===== config.mk =====
export PLATFORM = sky130hd
export DESIGN_NAME = wh_switch
export DESIGN_NICKNAME = d
export VERILOG_FILES = /design/src/rtl/wh_pkg.sv /design/src/rtl/wh_out_lock.sv /design/src/rtl/wh_in_port.sv /design/src/rtl/wh_switch.sv
export SDC_FILE = /design/constraint.sdc
export NUM_CORES = 1
export LEC_CHECK = 0
export ABC_AREA = 1
export BUFFER_PORTS_ARGS = -buffer_cell sky130_fd_sc_hd__buf_4
export CAP_MARGIN = 20
export CORE_MARGIN = 1
export CORE_UTILIZATION = 24
export CTS_CLUSTER_DIAMETER = 60
export CTS_CLUSTER_SIZE = 16
export DETAILED_ROUTE_END_ITERATION = 10
export GPL_TIMING_DRIVEN = 0
export SLEW_MARGIN = 20
export SYNTH_ARGS = -nofsm -noshare
export SYNTH_HDL_FRONTEND = slang
export SYNTH_HIERARCHICAL = 1
export SYNTH_SLANG_ARGS = --single-unit

===== constraint.sdc =====
create_clock -name clk -period 4.6 [get_ports clk]
set_input_delay 0.69 -clock clk [delete_from_list [all_inputs] [get_ports clk]]
set_output_delay 0.69 -clock clk [all_outputs]
set_load 0.05 [all_outputs]

===== src/rtl/wh_pkg.sv =====
// Shared types for the wormhole switch.
// Assumes: port index equals the direction command code.
package wh_pkg;
    typedef enum logic [1:0] {
        PS_IDLE = 2'd0,   // waiting for a new symbol
        PS_FWD  = 2'd1,   // symbol offered downstream
        PS_DONE = 2'd2    // acknowledging, waiting for return to zero
    } port_state_e;
endpackage


===== src/rtl/wh_out_lock.sv =====
// Locking arbiter for one output port.
// When free, it grants the lowest-indexed requester and keeps that grant
// until the owner raises its release bit.
// Assumes: requests are levels held until granted.
module wh_out_lock #(
    parameter int NPORT = 5,
    localparam int IDX_W = $clog2(NPORT)
) (
    input  logic             clk,
    input  logic             rst_n,
    input  logic [NPORT-1:0] req,
    input  logic [NPORT-1:0] rel,
    output logic [NPORT-1:0] grant,
    output logic             locked
);
    logic             locked_q;
    logic [IDX_W-1:0] owner_q;
    logic [IDX_W-1:0] pick;
    logic             any_req;
    logic             owner_rel;

    // lowest-index requester
    always_comb begin
        pick    = '0;
        any_req = |req;
        for (int k = NPORT - 1; k >= 0; k--) begin
            if (req[k]) pick = IDX_W'(k);
        end
    end

    // release bit of the current owner
    always_comb begin
        owner_rel = 1'b0;
        for (int k = 0; k < NPORT; k++) begin
            if (owner_q == IDX_W'(k) && rel[k]) owner_rel = 1'b1;
        end
    end

    // lock state
    always_ff @(posedge clk) begin
        if (!rst_n) begin
            locked_q <= 1'b0;
            owner_q  <= '0;
        end else if (locked_q) begin
            if (owner_rel) locked_q <= 1'b0;
        end else if (any_req) begin
            locked_q <= 1'b1;
            owner_q  <= pick;
        end
    end

    // one-hot grant to owner
    always_comb begin
        for (int k = 0; k < NPORT; k++) begin
            grant[k] = locked_q && (owner_q == IDX_W'(k));
        end
    end

    assign locked = locked_q;

    p_lock_held_r7: assert property (@(posedge clk) disable iff (!rst_n)
        (locked_q && !owner_rel) |=> (locked_q && $stable(owner_q)));

    p_lock_from_req_r3: assert property (@(posedge clk) disable iff (!rst_n)
        $rose(locked_q) |-> $past(any_req));
endmodule


===== src/rtl/wh_in_port.sv =====
// Input port controller.
// It consumes the first direction command to claim an output. After that
// it forwards every symbol to the claimed output, and it releases the
// route once a forwarded clear command has fully handshaken downstream.
// Assumes: the sender holds in_sym stable while in_req is high.
module wh_in_port #(
    parameter int NPORT = 5,
    parameter int SYM_W = 5,
    localparam int IDX_W  = $clog2(NPORT),
    localparam int CODE_W = SYM_W - 1
) (
    input  logic             clk,
    input  logic             rst_n,
    input  logic             in_req,
    input  logic [SYM_W-1:0] in_sym,
    output logic             in_ack,
    input  logic [NPORT-1:0] grant,
    input  logic             dest_ack,
    output logic [NPORT-1:0] claim,
    output logic             fwd_valid,
    output logic [IDX_W-1:0] route_dst,
    output logic             release_o
);
    import wh_pkg::*;

    port_state_e      state_q;
    logic             routed_q;
    logic             clr_q;
    logic             fwd_q;
    logic [IDX_W-1:0] dst_q;

    logic              is_cmd, is_dir, is_clr, granted, done_ok;
    logic [CODE_W-1:0] code;

    // symbol decode
    always_comb begin
        is_cmd = in_sym[SYM_W-1];
        code   = in_sym[CODE_W-1:0];
        is_dir = is_cmd && (code < CODE_W'(NPORT));
        is_clr = is_cmd && (code == CODE_W'(NPORT));
    end

    // claim toward arbiters while unrouted and offered a direction
    always_comb begin
        for (int p = 0; p < NPORT; p++) begin
            claim[p] = (state_q == PS_IDLE) && in_req && !routed_q
                       && is_dir && (code == CODE_W'(p));
        end
        granted = |(claim & grant);
    end

    // handshake return-to-zero condition
    assign done_ok   = !in_req && !(fwd_q && dest_ack);
    assign release_o = (state_q == PS_DONE) && clr_q && done_ok;

    // port state machine
    always_ff @(posedge clk) begin
        if (!rst_n) begin
            state_q  <= PS_IDLE;
            routed_q <= 1'b0;
            clr_q    <= 1'b0;
            fwd_q    <= 1'b0;
            dst_q    <= '0;
        end else begin
            case (state_q)
                PS_IDLE: begin
                    if (in_req) begin
                        if (routed_q) begin
                            state_q <= PS_FWD;
                            fwd_q   <= 1'b1;
                            clr_q   <= is_clr;
                        end else if (is_dir) begin
                            if (granted) begin
                                state_q  <= PS_DONE;
                                routed_q <= 1'b1;
                                dst_q    <= code[IDX_W-1:0];
                                fwd_q    <= 1'b0;
                            end
                        end else begin
                            state_q <= PS_DONE;
                            fwd_q   <= 1'b0;
                        end
                    end
                end
                PS_FWD: begin
                    if (dest_ack) state_q <= PS_DONE;
                end
                PS_DONE: begin
                    if (done_ok) begin
                        state_q <= PS_IDLE;
                        if (clr_q) begin
                            routed_q <= 1'b0;
                            clr_q    <= 1'b0;
                        end
                    end
                end
                default: state_q <= PS_IDLE;
            endcase
        end
    end

    assign in_ack    = (state_q == PS_DONE);
    assign fwd_valid = (state_q == PS_FWD);
    assign route_dst = dst_q;

    p_ack_after_req_r4: assert property (@(posedge clk) disable iff (!rst_n)
        $rose(in_ack) |-> $past(in_req));

    p_ack_holds_r4: assert property (@(posedge clk) disable iff (!rst_n)
        (in_ack && in_req) |=> in_ack);

    p_stall_no_ack_r9: assert property (@(posedge clk) disable iff (!rst_n)
        (|claim && !granted) |=> !in_ack);
endmodule


===== src/rtl/wh_switch.sv =====
// Five-port wormhole switch top.
// It builds one controller per input and one locking arbiter per output,
// and forwards the symbol of each output's owner.
// Assumes: direction command code k selects output k.
module wh_switch #(
    parameter int NPORT = 5,
    parameter int SYM_W = 5,
    localparam int IDX_W = $clog2(NPORT),
    localparam int BUS_W = NPORT * SYM_W
) (
    input  logic             clk,
    input  logic             rst_n,
    input  logic [NPORT-1:0] in_req,
    input  logic [BUS_W-1:0] in_sym,
    output logic [NPORT-1:0] in_ack,
    output logic [NPORT-1:0] out_req,
    output logic [BUS_W-1:0] out_sym,
    input  logic [NPORT-1:0] out_ack
);
    logic [NPORT-1:0] claim_i  [NPORT];   // by input, bit per output
    logic [NPORT-1:0] grant_o  [NPORT];   // by output, bit per input
    logic [NPORT-1:0] grant_i  [NPORT];   // by input, bit per output
    logic [NPORT-1:0] req_o    [NPORT];   // by output, bit per input
    logic [NPORT-1:0] rel_o    [NPORT];   // by output, bit per input
    logic [NPORT-1:0] drive_o  [NPORT];   // by output, bit per input
    logic [NPORT-1:0] dst_hot  [NPORT];   // by input, one-hot destination
    logic [IDX_W-1:0] dst_i    [NPORT];
    logic [NPORT-1:0] fwd_i;
    logic [NPORT-1:0] rel_i;
    logic [NPORT-1:0] dack_i;
    logic [NPORT-1:0] locked_o;

    // destination decode per input
    always_comb begin
        for (int i = 0; i < NPORT; i++) begin
            for (int o = 0; o < NPORT; o++) begin
                dst_hot[i][o] = (dst_i[i] == IDX_W'(o));
            end
            dack_i[i] = |(out_ack & dst_hot[i]);
        end
    end

    // transpose input-side and output-side matrices
    always_comb begin
        for (int o = 0; o < NPORT; o++) begin
            for (int i = 0; i < NPORT; i++) begin
                req_o[o][i]   = claim_i[i][o];
                grant_i[i][o] = grant_o[o][i];
                rel_o[o][i]   = rel_i[i] && dst_hot[i][o];
                drive_o[o][i] = fwd_i[i] && dst_hot[i][o];
            end
        end
    end

    // output request and symbol mux
    always_comb begin
        out_sym = '0;
        for (int o = 0; o < NPORT; o++) begin
            out_req[o] = |drive_o[o];
            for (int i = 0; i < NPORT; i++) begin
                if (drive_o[o][i]) begin
                    out_sym[o*SYM_W +: SYM_W] = out_sym[o*SYM_W +: SYM_W]
                                                | in_sym[i*SYM_W +: SYM_W];
                end
            end
        end
    end

    for (genvar gi = 0; gi < NPORT; gi++) begin : g_in
        wh_in_port #(.NPORT(NPORT), .SYM_W(SYM_W)) u_port (
            .clk       (clk),
            .rst_n     (rst_n),
            .in_req    (in_req[gi]),
            .in_sym    (in_sym[gi*SYM_W +: SYM_W]),
            .in_ack    (in_ack[gi]),
            .grant     (grant_i[gi]),
            .dest_ack  (dack_i[gi]),
            .claim     (claim_i[gi]),
            .fwd_valid (fwd_i[gi]),
            .route_dst (dst_i[gi]),
            .release_o (rel_i[gi])
        );
    end

    for (genvar go = 0; go < NPORT; go++) begin : g_out
        wh_out_lock #(.NPORT(NPORT)) u_lock (
            .clk    (clk),
            .rst_n  (rst_n),
            .req    (req_o[go]),
            .rel    (rel_o[go]),
            .grant  (grant_o[go]),
            .locked (locked_o[go])
        );

        p_single_driver_r8: assert property (@(posedge clk) disable iff (!rst_n)
            $onehot0(drive_o[go]));

        p_owner_drives_r8: assert property (@(posedge clk) disable iff (!rst_n)
            out_req[go] |-> locked_o[go]);

        p_wait_downstream_r12: assert property (@(posedge clk) disable iff (!rst_n)
            (out_req[go] && !out_ack[go]) |=> out_req[go]);
    end
endmodule


==> metrics.md, run 1 <==
| Metric | Value |
|---|---|
| I/O Buffers | 71 |
| CP Cell Sequence | nor2_2 > buf_2 > nand3_1 > nand2_1 > inv_1 > nand4_1 > nand2_1 > nand2_1 > nor4_1 > inv_1 > nor4_1 > nand4_1 > nand2_1 > nor2_2 > nand2_1 > a21oi_2 |
| Vias in the first global route | 6769 |
| CP Launch Type | flip-flop |
| Synth cell types | 26 |
| Clk Latency, worst-skew pair | 340 ps |
| Peak VDD IR | 0.151 mV |
| Final Cycle Share | 65.7% |
| Post-route ant nets | 0 |
| Final Total Pwr | 1.55 mW |
| Gr ovfl total | 0 |
| Routed WL per cell | 15.6 um |
| Largest net degree at the start of global routing | 31 |
| Post-DP HPWL | 19100 um |
| Antenna fix cells | 0 |
| Fin Setup TNS | 0 ps |
| Yosys reg bits | 60 |
| Root Buffer | clkbuf_16 |
| GRT Total Usage | 17.9% |
| TritonCTS sink count | 60 |
| Die ar. | 0.0267 sq mm |
| CTS tree | yes |
| Sw frac | 30.7% |
| Kind of critical path | flip-flop to flip-flop |
| Worst Clk Skew | 9.29 ps |
| Top cells by area, synth | dfxtp_1 (19%), nand2_1 (15%), nor2_1 (9.5%) |
| Post-CTS Resized | 0 |
| Syn-to-layout area delta | 20.0% |
| Reg clk slew, reported paths | 60 ps |
| Pint | 1.07 mW |
| CTS Buf Count | 9 |
| Mapped cell area | 0.00625 sq mm |
| CP Capture Type | flip-flop |
| FP Rows | 58 |
| Final setup violation count | 0 |
| Worst EP arrival | 3240 ps |
| Clock power share | 45.5% |
| Initial core utilization | 24.6% |
| First-pass GRT wire length | 37100 um |
| Net Switching | 0.477 mW |
| DRT iter0 DRCs | 661 |
| Max stage delay on crit path | 590 ps |
| Routed via count | 7553 |
| Worst path top cell family by delay | simple AND/OR/NAND/NOR gates |
| WHS | 458 ps |
| RSZ-0062 raised after global routing | false |
| Endpoints failing hold | 0 |
| Die Y | 163 um |
| Pwr/cell area | 207 mW/mm^2 |
| Sequential-to-total area share from yosys stat | 19.2% |
| Mean Syn Cell Area | 5.68 sq um |
| CP bufs+invs | 3 |
| Gate Count Post-Synth | 1101 |
| HP Class | flip-flop to flip-flop |
| Status | finished, final reports clean |
| Core ar. | 0.0254 sq mm |
| Crit path top cell by count | nand2_1 |
| Min Tclk post-route | 3020 ps |
| Part of the power in registers | 35.3% |
| Fin cells | 1518 |
| Cell taking the most area after synthesis | dfxtp_1 |
| Yosys top cell area share | 19.2% |
| Syn_nets | 1138 |
| Commonest non-fill, non-tap cell in the layout | nand2_1 |
| Most frequent cells in the layout | nand2_1 (252), nor2_1 (159), inv_1 (156), buf_4 (74) |
| Slew @ Worst Pin | 710 ps |
| Nets | 1220 |
| YS warnings | 6 |
| Logic pwr share | 19.1% |
| Fin. max-slew vios | 0 |
| Hold buffer count at cts | 0 |
| Vias per cell | 4.98 |
| Clock buffer depth | 2 |
| Rel. slew slack | 52.3% |
| Initial antenna violation count | 0 |
| H-tree depth | 3 |
| DRT Pass-1 Iters | 5 |
| Max Freq | 0.331 GHz |
| Worst path required time | 4820 ps |
| Placed Instances | 1502 |
| Drt drc | 0 |
| Die width | 163 um |
| Post-CTS Setup Inserts | 0 |
| DRT Wirelength | 23700 um |
| Crit Path Max Fanout | 10 |
| Leakage | 3.47 nW |
| Max-cap check violation count | 0 |
| Ports | 72 |
| Placer congestion estimate | 0.949 |
| Layout cell share with drive strength beyond 1 | 20.5% |
| Worst path slowest cell | dfxtp_1 |
==> sequential cells by signal, indices dropped and copies added, names as in the netlist <==
register	flops
g_in.u_port/route_dst	15
g_out.u_lock/owner_q	15
g_in.u_port/state_q	10
g_in.u_port/clr_q	5
g_in.u_port/fwd_q	5
g_in.u_port/routed_q	5
g_out.u_lock/locked	5
==> per-stage QoR <==
step | area [sq um] | utilization [%] | worst slack, ps
5_1_grt | 7500 | 29.5 | 1400
6_report | 7500 | 29.5 | 1580
3_3_place_gp | 7200 | 28.3 | 1590
4_1_cts | 7500 | 29.5 | 1610
3_5_place_dp | 7200 | 28.3 | 1520
2_1_floorplan | 6250 | - | 2360
==> power by group through the flow <==
stage,registers (mW),clock network [mW],logic (mW)
floorplan,0.556,0,0.182
global placement,0.559,0,0.292
detailed placement,0.559,0,0.293
CTS,0.548,0.720,0.294
global route,0.549,0.740,0.324
finish,0.548,0.706,0.296
==> Yosys cell counts (all sizes together) <==
cell type / count
nand3: 85
nand2: 267
a21oi: 60
nor2: 204
nand3b: 11
buf: 21
a211oi: 10
nor4: 44
nor3: 38
o21ai: 36
clkbuf: 5
nand4: 71
dfxtp: 60
inv: 189
==> routing by layer <==
metal  up-vias  GRT usage, %  wire, um  share of wire [%]
met3        43          2.34      1730                7.3
met2       315          28.7     10700                 45
met1      3401          23.9     10500                 44
met5         -             0         0                  0
met4         0          7.43       767                3.2
li1       3794             -         -                  -
==> worst min-delay path, cell delays in order, from the launching register on <==
cell and delay [ps]:
dfxtp_1 290, inv_1 60, a21oi_1 60
==> path summary, 6_finish.rpt <==
check | to | slack [ps] | cells past startpoint | startpoint
worst min register to register | g_in[3].u_port/clr_q | 460 | 2 | g_in[3].u_port/clr_q
worst max-delay path | g_out[1].u_lock/locked | 1580 | 16 | g_in[1].u_port/route_dst[2]
worst min-delay path | g_in[3].u_port/clr_q | 460 | 2 | g_in[3].u_port/clr_q
worst max register to register | g_out[1].u_lock/locked | 1580 | 16 | g_in[1].u_port/route_dst[2]
==> area by class of cell <==
type                    count  area, sq um
plain buffers              26          164
clock buffers              12          256
clock inverters             4         47.5
fillers                  2826        17900
inverters                 189          709
multi-input cells         826         4180
flip-flops and latches     60         1200
well taps                 330          413
repair buffers             71          533
==> logic make-up after synthesis <==
family          synth area share, %
buf+inv                        14.0
flops                          19.2
compound gates                 10.4
simple gates                   56.4
(Power assumes the default switching activity.)
==> run 2: changes to the inputs <==
==> constraint.sdc (replaced) <==
create_clock -name clk -period 2.89 [get_ports clk]
set_input_delay 0.4335 -clock clk [delete_from_list [all_inputs] [get_ports clk]]
set_output_delay 0.4335 -clock clk [all_outputs]
set_load 0.05 [all_outputs]
==> run 2 against run 1 <==
Register-to-register slack lost 1500 ps. Largest cell class unchanged. First-iteration DRC count up 8.5%. Via count grew 0.26%. Die area unchanged. Final cell count unchanged. Highest routed layer unchanged.
==> metrics.md, run 2 (synthesis results as in run 1) <==
| Metric | Value |
|---|---|
| Worst EP arrival | 3030 ps |
| Leakage | 3.48 nW |
| Syn-to-layout area delta | 21.2% |
| Die width | 163 um |
| Die Y | 163 um |
| Fin. max-slew vios | 0 |
| Post-DP HPWL | 19100 um |
| Worst Clk Skew | 7.38 ps |
| TritonCTS sink count | 60 |
| Min Tclk post-route | 2800 ps |
| Core ar. | 0.0254 sq mm |
| Most frequent cells in the layout | nand2_1 (252), nor2_1 (158), inv_1 (156), buf_4 (74) |
| Ports | 72 |
| Placer congestion estimate | 0.949 |
| Rel. slew slack | 49.7% |
| Commonest non-fill, non-tap cell in the layout | nand2_1 |
| Antenna fix cells | 0 |
| I/O Buffers | 71 |
| Final Cycle Share | 97.0% |
| Layout cell share with drive strength beyond 1 | 21.5% |
| Hold Path Cell Cnt | 2 |
| RSZ-0062 raised after global routing | true |
| Worst R2R Start | g_in[3].u_port/route_dst[2] |
| Kind of critical path | flip-flop to flip-flop |
| Nets | 1220 |
| Vias per cell | 4.99 |
| FP Rows | 58 |
| H-tree depth | 3 |
| Worst path required time | 3120 ps |
| CP Capture Type | flip-flop |
| Die ar. | 0.0267 sq mm |
| Routed WL per cell | 15.8 um |
| Worst reg2reg path depth | 15 |
| DRT Pass-1 Iters | 5 |
| Drt drc | 0 |
| R2R Path End | g_out[4].u_lock/locked |
| Max Freq | 0.357 GHz |
| DRT iter0 DRCs | 717 |
| Hold Crit Endpoint | g_in[4].u_port/clr_q |
| Endpoints failing hold | 0 |
| Final Total Pwr | 2.48 mW |
| Peak VDD IR | 0.244 mV |
| R2R Setup Slk | 90 ps |
| DRT Wirelength | 24000 um |
| Clock buffer depth | 2 |
| CTS tree | yes |
| Max-cap check violation count | 0 |
| Slew @ Worst Pin | 748 ps |
| Hold buffer count at cts | 0 |
| GRT Total Usage | 18.0% |
| Pwr/cell area | 327 mW/mm^2 |
| Root Buffer | clkbuf_16 |
| Initial antenna violation count | 0 |
| CTS Buf Count | 9 |
| Clk Latency, worst-skew pair | 340 ps |
| Vias in the first global route | 6769 |
| Final setup violation count | 0 |
| Largest net degree at the start of global routing | 31 |
| Initial core utilization | 24.6% |
| HP Class | flip-flop to flip-flop |
| Status | finished, final reports clean |
| First-pass GRT wire length | 37200 um |
| Post-route ant nets | 0 |
| Crit Path Max Fanout | 10 |
| CP Launch Type | flip-flop |
| Reg clk slew, reported paths | 60 ps |
| Gr ovfl total | 0 |
| Fin Setup TNS | 0 ps |
| Hold path start | g_in[4].u_port/clr_q |
| Routed via count | 7573 |
[run 2: worst max-delay path, cell delays in order (launching register included)]
cell	delay [ps]
dfxtp_1	490
inv_2	160
nand3_1	170
nor2_1	60
nor2_1	100
nand4_1	220
nand2_1	140
nand2_1	80
nor4_2	270
inv_1	220
nor4_2	350
nand4_1	140
nand2_1	100
nor2_2	40
nand2_1	100
a21oi_2	60
[run 2: timing repair]
item	in CTS	in global routing
buffers inserted	0	0
endpoints found under the hold margin	0	0
gates resized for setup	2	11
setup endpoints to repair	2	16
pin swaps	0	0
[run 2: how the worst max path moves through the flow]
stage / from / endpoint / slack (ps) / cells past startpoint
after detailed placement: g_in[3].u_port/route_dst[2] / g_out[4].u_lock/locked / -2 / 15
after global routing: g_in[3].u_port/route_dst[2] / g_out[4].u_lock/locked / -80 / 15
final: g_in[3].u_port/route_dst[2] / g_out[4].u_lock/locked / 90 / 15
after floorplan: g_in[0].u_port/route_dst[2] / g_out[0].u_lock/locked / 870 / 17
after global placement: g_in[0].u_port/route_dst[2] / g_out[1].u_lock/locked / -20 / 17
after CTS: g_in[0].u_port/route_dst[2] / g_out[1].u_lock/locked / 20 / 17
[run 2: cell type report]
class | instances | area, sq um
plain buffers | 26 | 164
clock buffers | 12 | 256
clock inverters | 4 | 47.5
fillers | 2822 | 17800
inverters | 189 | 709
multi-input cells | 826 | 4250
flip-flops and latches | 60 | 1200
well taps | 330 | 413
repair buffers | 71 | 533
[run 2: through the flow]
step	cells	util [%]	hold WS (ps)	setup slack, ps	instance area, sq um
after floorplan	1101	-	430	867	6250
after global placement	1502	28.3	449	-17.4	7200
after detailed placement	1502	28.3	454	-2.30	7200
after CTS	1518	29.6	462	19.4	7510
after global routing	1518	29.8	478	-84.3	7580
final	1518	29.8	471	87.3	7580
[run 2: power breakdown]
group | internal, mW | switching (mW)
clock | 0.712 | 0.414
sequential | 0.852 | 0.0206
combinational | 0.146 | 0.333
[run 2: routing by layer]
layer / vias to the layer above / wire length (um) / track usage (%)
met5: - / 0 / 0
met3: 47 / 1660 / 2.59
met1: 3451 / 10800 / 24.0
met2: 297 / 10900 / 29.2
li1: 3778 / - / -
met4: 0 / 680 / 6.50
==> run 3: changes to the inputs <==
--- a/config.mk
+++ b/config.mk
@@ -9,12 +9,13 @@
 export BUFFER_PORTS_ARGS = -buffer_cell sky130_fd_sc_hd__buf_4
 export CAP_MARGIN = 20
 export CORE_MARGIN = 1
-export CORE_UTILIZATION = 24
+export CORE_UTILIZATION = 40
 export CTS_CLUSTER_DIAMETER = 60
 export CTS_CLUSTER_SIZE = 16
 export DETAILED_ROUTE_END_ITERATION = 10
 export GPL_TIMING_DRIVEN = 0
-export SLEW_MARGIN = 20
+export HOLD_SLACK_MARGIN = 0.08
+export SLEW_MARGIN = 15
 export SYNTH_ARGS = -nofsm -noshare
 export SYNTH_HDL_FRONTEND = slang
 export SYNTH_HIERARCHICAL = 1
==> run 3 against run 2 <==
Critical path depth up 2. Register-to-register slack better by 40 ps. Core utilization up 19 points. Flip-flop and latch count unchanged. Via count down 0.92%.
==> metrics.md, run 3 (synthesis results as in run 1) <==
| Metric | Value |
|---|---|
| Status | finished, final reports clean |
| Post-route ant nets | 0 |
| Worst path top cell family by delay | simple AND/OR/NAND/NOR gates |
| Sw frac | 29.2% |
| Setup WS pre-CTS | 8.80 ps |
| Worst reg2reg path depth | 17 |
| Placer congestion estimate | 0.959 |
| Nets | 1220 |
| Worst Clk Skew | 6.30 ps |
| Rel. slew slack | 43.5% |
| HP Class | input pin to flip-flop |
| Initial core utilization | 41.1% |
| Final setup violation count | 0 |
| Post-CTS Setup Inserts | 0 |
| Ports | 72 |
| DRT Pass-1 Iters | 8 |
| Fin. max-slew vios | 0 |
| Syn-to-layout area delta | 19.0% |
| Worst EP arrival | 2990 ps |
| Die width | 127 um |
| Worst path slowest cell | nor4_1 |
| Placed cell areas | 0.00702 sq mm |
| Kind of critical path | flip-flop to flip-flop |
| Root Buffer | clkbuf_16 |
| Pint | 1.86 mW |
| TritonCTS sink count | 60 |
| Post-DP HPWL | 18300 um |
| Logic pwr share | 18.1% |
| Largest net degree at the start of global routing | 31 |
| Worst path required time | 3120 ps |
| Reg clk slew, reported paths | 60 ps |
| Hold path start | in_sym[15] |
| DRT Wirelength | 22900 um |
| Endpoints failing hold | 0 |
| CTS tree | yes |
| Fin cells | 1376 |
| DRT iter0 DRCs | 878 |
| Commonest non-fill, non-tap cell in the layout | nand2_1 |
| Hold buffer count at cts | 0 |
| I/O Buffers | 71 |
| CTS Buf Count | 9 |
| Peak VDD IR | 0.266 mV |
| Final worst slack | 129 ps |
| R2R Path End | g_out[1].u_lock/locked |
| Die ar. | 0.0161 sq mm |
| Drt drc | 0 |
| Antenna fix cells | 0 |
| Most frequent cells in the layout | nand2_1 (252), nor2_1 (158), inv_1 (156), buf_4 (74) |
| Routed WL per cell | 16.6 um |
| Slew @ Worst Pin | 840 ps |
| R2R Setup Slk | 130 ps |
| RSZ-0062 raised after global routing | false |
| Multi-input gate area | 0.00425 sq mm |
| Placed Instances | 1360 |
| Clk Latency, worst-skew pair | 340 ps |
| Part of the power in registers | 33.1% |
| Finished layout cell area | 0.00744 sq mm |
| CP Capture Type | flip-flop |
| H-tree depth | 3 |
| Net Switching | 0.769 mW |
| Worst R2R Start | g_in[1].u_port/route_dst[0] |
| Leakage | 3.50 nW |
| Core Util, Final | 49.0% |
| Final Total Pwr | 2.63 mW |
| Crit Path Max Fanout | 10 |
| FP Rows | 45 |
| Vias per cell | 5.45 |
| WHS | 454 ps |
| Pwr/cell area | 354 mW/mm^2 |
| Min Tclk post-route | 2760 ps |
| CP bufs+invs | 5 |
| Final Cycle Share | 95.5% |
| GRT Total Usage | 28.9% |
| Layout cell share with drive strength beyond 1 | 21.5% |
| Core ar. | 0.0152 sq mm |
| Vias in the first global route | 6684 |
| Max Freq | 0.362 GHz |
| Fillers | 1673 |
| Clock power share | 48.8% |
| Clock buffer depth | 2 |
| Hold Crit Endpoint | g_in[3].u_port/route_dst[0] |
| Max-cap check violation count | 0 |
| CP Launch Type | flip-flop |
| Initial antenna violation count | 0 |
| Gr ovfl total | 0 |
| First-pass GRT wire length | 36000 um |
| Max stage delay on crit path | 390 ps |
| Hold Path Cell Cnt | 3 |
| Die Y | 127 um |
| CP Cell Sequence | buf_4 > inv_1 > buf_2 > nand3_1 > nand2_1 > inv_1 > nand4_1 > nand2_1 > nand2_1 > nor4_2 > inv_1 > nor4_1 > nand4_1 > nand2_1 > nor2_2 > nand2_1 > a21oi_2 |
| Crit path top cell by count | nand2_1 |
| Fin Setup TNS | 0 ps |
| Sequential cell area | 0.00120 sq mm |
| Routed via count | 7503 |
-- run 3: cell type report --
class | instances | share of cell area, %
clock buffer | 10 | 3.21
sequential | 60 | 16.2
timing repair buffer | 71 | 7.16
multi-input combinational | 826 | 57.1
buffer | 26 | 2.20
clock inverter | 6 | 1.50
inverter | 189 | 9.53
tap | 188 | 3.16
-- run 3: power groups by stage --
stage / Clock, mW / Combinational, mW / Sequential, mW
final: 1.29 / 0.476 / 0.871
after global routing: 1.34 / 0.526 / 0.874
after CTS: 1.31 / 0.463 / 0.871
after detailed placement: 0 / 0.461 / 0.889
after global placement: 0 / 0.463 / 0.889
after floorplan: 0 / 0.289 / 0.886
-- run 3: worst register-to-register path, stage by stage, from the launching register on --
cell	delay [ps]
dfxtp_1	330
buf_4	190
inv_1	100
buf_2	200
nand3_1	100
nand2_1	50
inv_1	50
nand4_1	140
nand2_1	110
nand2_1	80
nor4_2	260
inv_1	190
nor4_1	390
nand4_1	160
nand2_1	100
nor2_2	40
nand2_1	100
a21oi_2	60
-- run 3: worst max path at each step --
| stage | from | to | cells past startpoint |
|---|---|---|---|
| 2_1_floorplan | g_in[0].u_port/route_dst[2] | g_out[0].u_lock/locked | 17 |
| 3_3_place_gp | g_in[0].u_port/route_dst[2] | g_out[0].u_lock/locked | 17 |
| 3_5_place_dp | g_in[0].u_port/route_dst[2] | g_out[1].u_lock/locked | 17 |
| 4_1_cts | g_in[0].u_port/route_dst[2] | g_out[1].u_lock/locked | 17 |
| 5_1_grt | g_in[2].u_port/state_q[0] | out_sym[11] | 9 |
| 6_report | g_in[1].u_port/route_dst[0] | g_out[1].u_lock/locked | 17 |
-- run 3: timing repair --
item | CTS | global route
resized for setup | 0 | 12
setup endpoints to repair | 1 | 9
pin swaps | 0 | 0
-- run 3: routing by layer --
layer  share of wire [%]  track usage [%]
met1                  46             39.4
met2                  44             46.1
met3                 7.2             4.23
met4                 3.4             10.8
met5                   0                0
